**src/rtl/mvp_pkg.sv**
```systemverilog
package mvp_pkg;
  localparam int SPEC_W = 3;
  localparam int REG_W  = 5;
  localparam int NMOVES = 2;
  localparam int RV32E_MAX = 1;
  localparam logic [REG_W-1:0] ARG0 = 5'd10;
  localparam logic [REG_W-1:0] ARG1 = 5'd11;

  typedef struct packed {
    logic [REG_W-1:0] src;
    logic [REG_W-1:0] dst;
  } move_t;

  typedef enum logic [1:0] {ST_IDLE, ST_FIRST, ST_SECOND} seq_state_e;

  function automatic logic [REG_W-1:0] widen_spec(input logic [SPEC_W-1:0] c);
    return {|c[2:1], ~|c[2:1], c};
  endfunction
endpackage

```
**src/rtl/mvp_decode.sv**
```systemverilog
module mvp_decode
  import mvp_pkg::*;
(
  input  logic [SPEC_W-1:0] r1,
  input  logic [SPEC_W-1:0] r2,
  input  logic              dir_to_arg,
  input  logic              rv32e,
  output move_t             moves [NMOVES],
  output logic              bad
);
  logic [SPEC_W-1:0] spec [NMOVES];
  logic [REG_W-1:0]  arg  [NMOVES];
  logic [NMOVES-1:0] over_e;

  assign spec[0] = r1;
  assign spec[1] = r2;
  assign arg[0]  = ARG0;
  assign arg[1]  = ARG1;

  for (genvar k = 0; k < NMOVES; k++) begin : g_move
    logic [REG_W-1:0] sreg;
    assign sreg      = widen_spec(spec[k]);
    assign over_e[k] = rv32e && (int'(spec[k]) > RV32E_MAX);
    always_comb begin
      if (dir_to_arg) begin
        moves[k].src = sreg;
        moves[k].dst = arg[k];
      end else begin
        moves[k].src = arg[k];
        moves[k].dst = sreg;
      end
    end
  end

  assign bad = (|over_e) || (!dir_to_arg && (r1 == r2));
endmodule

```
**src/rtl/mvp_sequencer.sv**
```systemverilog
module mvp_sequencer
  import mvp_pkg::*;
(
  input  logic             clk,
  input  logic             rst_n,
  input  logic             accept_valid,
  output logic             accept_ready,
  input  move_t            moves_in [NMOVES],
  input  logic             bad_in,
  output logic             uop_valid,
  input  logic             uop_ready,
  output logic [REG_W-1:0] uop_src,
  output logic [REG_W-1:0] uop_dst,
  output logic             uop_last,
  output logic             illegal,
  output logic             irq_hold
);
  seq_state_e state_q, state_d;
  move_t      held_q [NMOVES];
  logic       bad_q;
  logic       take;
  move_t      cur;

  assign accept_ready = (state_q == ST_IDLE);
  assign take         = accept_valid && accept_ready;

  always_comb begin
    state_d = state_q;
    unique case (state_q)
      ST_IDLE:   if (take && !bad_in) state_d = ST_FIRST;
      ST_FIRST:  if (uop_ready) state_d = ST_SECOND;
      ST_SECOND: if (uop_ready) state_d = ST_IDLE;
      default:   state_d = ST_IDLE;
    endcase
  end

  always_ff @(posedge clk or negedge rst_n) begin
    if (!rst_n) begin
      state_q <= ST_IDLE;
      bad_q   <= 1'b0;
    end else begin
      state_q <= state_d;
      bad_q   <= take && bad_in;
    end
  end

  for (genvar k = 0; k < NMOVES; k++) begin : g_hold
    always_ff @(posedge clk or negedge rst_n) begin
      if (!rst_n)                held_q[k] <= '0;
      else if (take && !bad_in)  held_q[k] <= moves_in[k];
    end
  end

  assign cur       = (state_q == ST_SECOND) ? held_q[1] : held_q[0];
  assign uop_valid = (state_q != ST_IDLE);
  assign uop_src   = cur.src;
  assign uop_dst   = cur.dst;
  assign uop_last  = (state_q == ST_SECOND);
  assign illegal   = bad_q;
  assign irq_hold  = (state_q != ST_IDLE);
endmodule

```
**src/rtl/mvpair_expander.sv**
```systemverilog
module mvpair_expander
  import mvp_pkg::*;
(
  input  logic             clk,
  input  logic             rst_n,
  input  logic             in_valid,
  output logic             in_ready,
  input  logic [SPEC_W-1:0] in_r1,
  input  logic [SPEC_W-1:0] in_r2,
  input  logic             in_dir,
  input  logic             in_rv32e,
  output logic             uop_valid,
  input  logic             uop_ready,
  output logic [REG_W-1:0] uop_src,
  output logic [REG_W-1:0] uop_dst,
  output logic             uop_last,
  output logic             illegal,
  output logic             irq_hold
);
  move_t dec_moves [NMOVES];
  logic  dec_bad;

  mvp_decode u_decode (
    .r1(in_r1), .r2(in_r2), .dir_to_arg(in_dir), .rv32e(in_rv32e),
    .moves(dec_moves), .bad(dec_bad)
  );

  mvp_sequencer u_seq (
    .clk(clk), .rst_n(rst_n),
    .accept_valid(in_valid), .accept_ready(in_ready),
    .moves_in(dec_moves), .bad_in(dec_bad),
    .uop_valid(uop_valid), .uop_ready(uop_ready),
    .uop_src(uop_src), .uop_dst(uop_dst), .uop_last(uop_last),
    .illegal(illegal), .irq_hold(irq_hold)
  );
endmodule

```
**config.mk**
```make
export PLATFORM = sky130hd
export DESIGN_NAME = mvpair_expander
export DESIGN_NICKNAME = d
export VERILOG_FILES = /design/src/rtl/mvp_pkg.sv /design/src/rtl/mvp_decode.sv /design/src/rtl/mvp_sequencer.sv /design/src/rtl/mvpair_expander.sv
export SDC_FILE = /design/constraint.sdc
export NUM_CORES = 1
export LEC_CHECK = 0
export BUFFER_PORTS_ARGS = -buffer_cell sky130_fd_sc_hd__clkbuf_2
export CORE_ASPECT_RATIO = 0.6
export CORE_MARGIN = 3
export CORE_UTILIZATION = 40
export DETAILED_ROUTE_END_ITERATION = 8
export SLEW_MARGIN = 10
export SYNTH_ARGS = -nofsm -noshare
export SYNTH_HDL_FRONTEND = slang
export SYNTH_SLANG_ARGS = --single-unit
```
**constraint.sdc**
```tcl
create_clock -name clk -period 2.23 [get_ports clk]
set_input_delay 0.446 -clock clk [delete_from_list [all_inputs] [get_ports clk]]
set_output_delay 0.446 -clock clk [all_outputs]
set_load 0.02 [all_outputs]
```
==> flow_metrics.tcl <==
set metrics [dict create \
    antenna_found_initial 0 \
    synth-seq-cells 23 \
    grt_max_degree 24 \
    portBuffers 26 \
    syn-instance-count 106 \
    grt_pass1_vias 833 \
    die_area_um2 3680 \
    post_cts_buffers 0 \
    power.density_nw_per_um2 1180 \
    start_util 0.446 \
    core_um2 2660 \
    root_buffer "clkbuf_8" \
    worstPathMaxFanout 13 \
    cp-start-kind "register" \
    wl_per_cell_um 14.8 \
    fmax_mhz 510 \
    grt_usage 0.147 \
    drcViolationCount 0 \
    num_io_pins 27 \
    critPathArrivalTime_ns 1.52 \
    postCtsHoldBufs 0 \
    die_h_um 48.2 \
    ys_types 20 \
    synthTopCellsByCount "dfrtp_1, mux2_2, o21ai_0" \
    setup_violations 0 \
    ys_seq_area_frac 0.485 \
    endpoint_kind "primary output" \
    antenna_cells 0 \
    hold_class "primary input to async pin" \
    drv_slew 0 \
    yosysWarningCount 0 \
    dr.pass1.iters 4 \
    overflow 0 \
    cts_resized 0 \
    fin_tns_setup_ns 0 \
    reg2reg_depth 4 \
    required_ns 1.78 \
    yosysMostFrequentCell "dfrtp_1" \
    reg2reg_slack_ns 0.72 \
    cts_buffers 3 \
    place_congestion 0.700 \
    syn_area_per_cell_um2 11.2 \
    critPathKind "register to primary output" \
    synth.area.top_cells "dfrtp_1, mux2_2, o41ai_4, o31ai_1, o21ai_0" \
    htreeDepth 1 \
    synth_fp_nets 118 \
    grt_pass1_wl_mm 4.11 \
    worst_pin_slew_ns 0.586 \
    clk_path_buf_depth 2 \
    p_leak_nw 0.641 \
    avgViaCountPerCell 4.92 \
    synthToLayoutAreaGrowth_pct 18.1 \
    multi_input_area_um2 549 \
    totalWireLength_mm 2.54 \
    irDropWorstVdd_mv 0.594 \
    async_flop_share 1.00 \
    hpwl_mm 1.82 \
    num_vias 846 \
    status "complete, no violations" \
    period_share 0.880 \
    setup_ws_ns 0.269 \
    finalHoldViolCount 0 \
    clock_sinks 23 \
    dpl_worst_slack_ns 0.194 \
    whs_ns 0.161 \
    rows 14 \
    synth-main-ff-cell "dfrtp_1" \
    synth_edf_count 0 \
    fin_nets 145 \
    drt_iter0_drc 38 \
    yosysTopAreaCell "dfrtp_1" \
    max_slew_margin 0.610 \
    finalCriticalPeriod_ns 1.96 \
    maxCapViolCount 0 \
    ant_nets 0 \
    cts_tree "done" \
    syn_area_um2 1190 \
    fill_cells 259 \
    total_power_mw 1.65 \
    clk_latency_ns 0.26 \
    synth_top_area_share 0.485 \
    final_util 0.527 \
    r2r-start "u_seq.state_q[1]" \
    clkTransAtPathRegs_ns 0.08 \
    reg2reg_to "u_seq.held_q[13]" \
    chipWidth_um 76.3 \
    register_area_um2 576 \
    skew_ns 0.00431 \
    drive_gt1_frac 0.386 \
    rsz0062_at_grt "no" \
]
-- metal layers --
metal | global-route usage | wire length (um) | up-vias
met4 | 0.0397 | 25 | 0
li1 | - | - | 425
met2 | 0.250 | 1140 | 13
met3 | 0.0517 | 97 | 6
met5 | 0 | 0 | -
met1 | 0.186 | 1280 | 402
-- cells in the final DEF (no fill, tap or decap), drive strengths merged --
cell	synthesis	layout
dfrtp	23	23
nor2b	2	2
mux2i	4	4
o21ai	13	13
o21bai	1	1
buf	3	3
mux2	16	16
nand2b	4	4
o31ai	7	7
nand2	5	5
nor2	7	7
o22ai	1	1
o41ai	5	5
inv	8	8
xor2	3	3
clkbuf	4	30
-- flip-flops by register name (all words and copies together), names as in the netlist --
name,cells
u_seq.held_q,20
u_seq.illegal,1
u_seq.state_q,2
-- critical path: stages (launching register included) --
cell	delay, ns
dfrtp_1	0.39
nor2b_1	0.12
buf_4	0.22
mux2_2	0.36
clkbuf_2	0.15
-- through the flow --
stage	cells	cell area, um^2
floorplan	106	1190
global route	172	1400
finish	172	1400
global placement	168	1360
detailed placement	168	1360
CTS	172	1400
-- where the power goes --
part,switching (mW),internal [mW]
registers,0.0794,0.582
logic,0.424,0.307
clock network,0.129,0.128
-- logic make-up (layout without fill, tap and decap cells) --
logic type / Yosys count / in the layout / synth area share
muxes: 20 / 20 / 0.185
DFF: 23 / 23 / 0.485
AOI/OAI and AO/OA: 27 / 27 / 0.179
buffers and inverters: 15 / 41 / 0.0527
and+or+nand+nor: 18 / 18 / 0.0759
xor gates and xnor gates: 3 / 3 / 0.0221
-- cell type report --
| class | instances | share of cell area |
|---|---|---|
| multi-input cells | 68 | 0.392 |
| flip-flops and latches | 23 | 0.410 |
| inverters | 8 | 0.0214 |
| repair buffers | 29 | 0.109 |
| well taps | 40 | 0.0357 |
| clock buffers | 4 | 0.0321 |
-- how the worst max path moves through the flow --
stage / from / to / slack, ns / cells past startpoint
CTS: u_seq.state_q[0] / uop_src[1] / 0.25 / 4
floorplan: u_seq.state_q[0] / uop_dst[0] / 0.27 / 3
detailed placement: in_r1[2] / u_seq.held_q[13] / 0.19 / 5
finish: u_seq.state_q[0] / uop_src[1] / 0.27 / 4
global route: u_seq.state_q[0] / uop_src[1] / 0.19 / 4
global placement: in_r1[2] / u_seq.held_q[13] / 0.28 / 5
(Power assumes the default switching activity.)
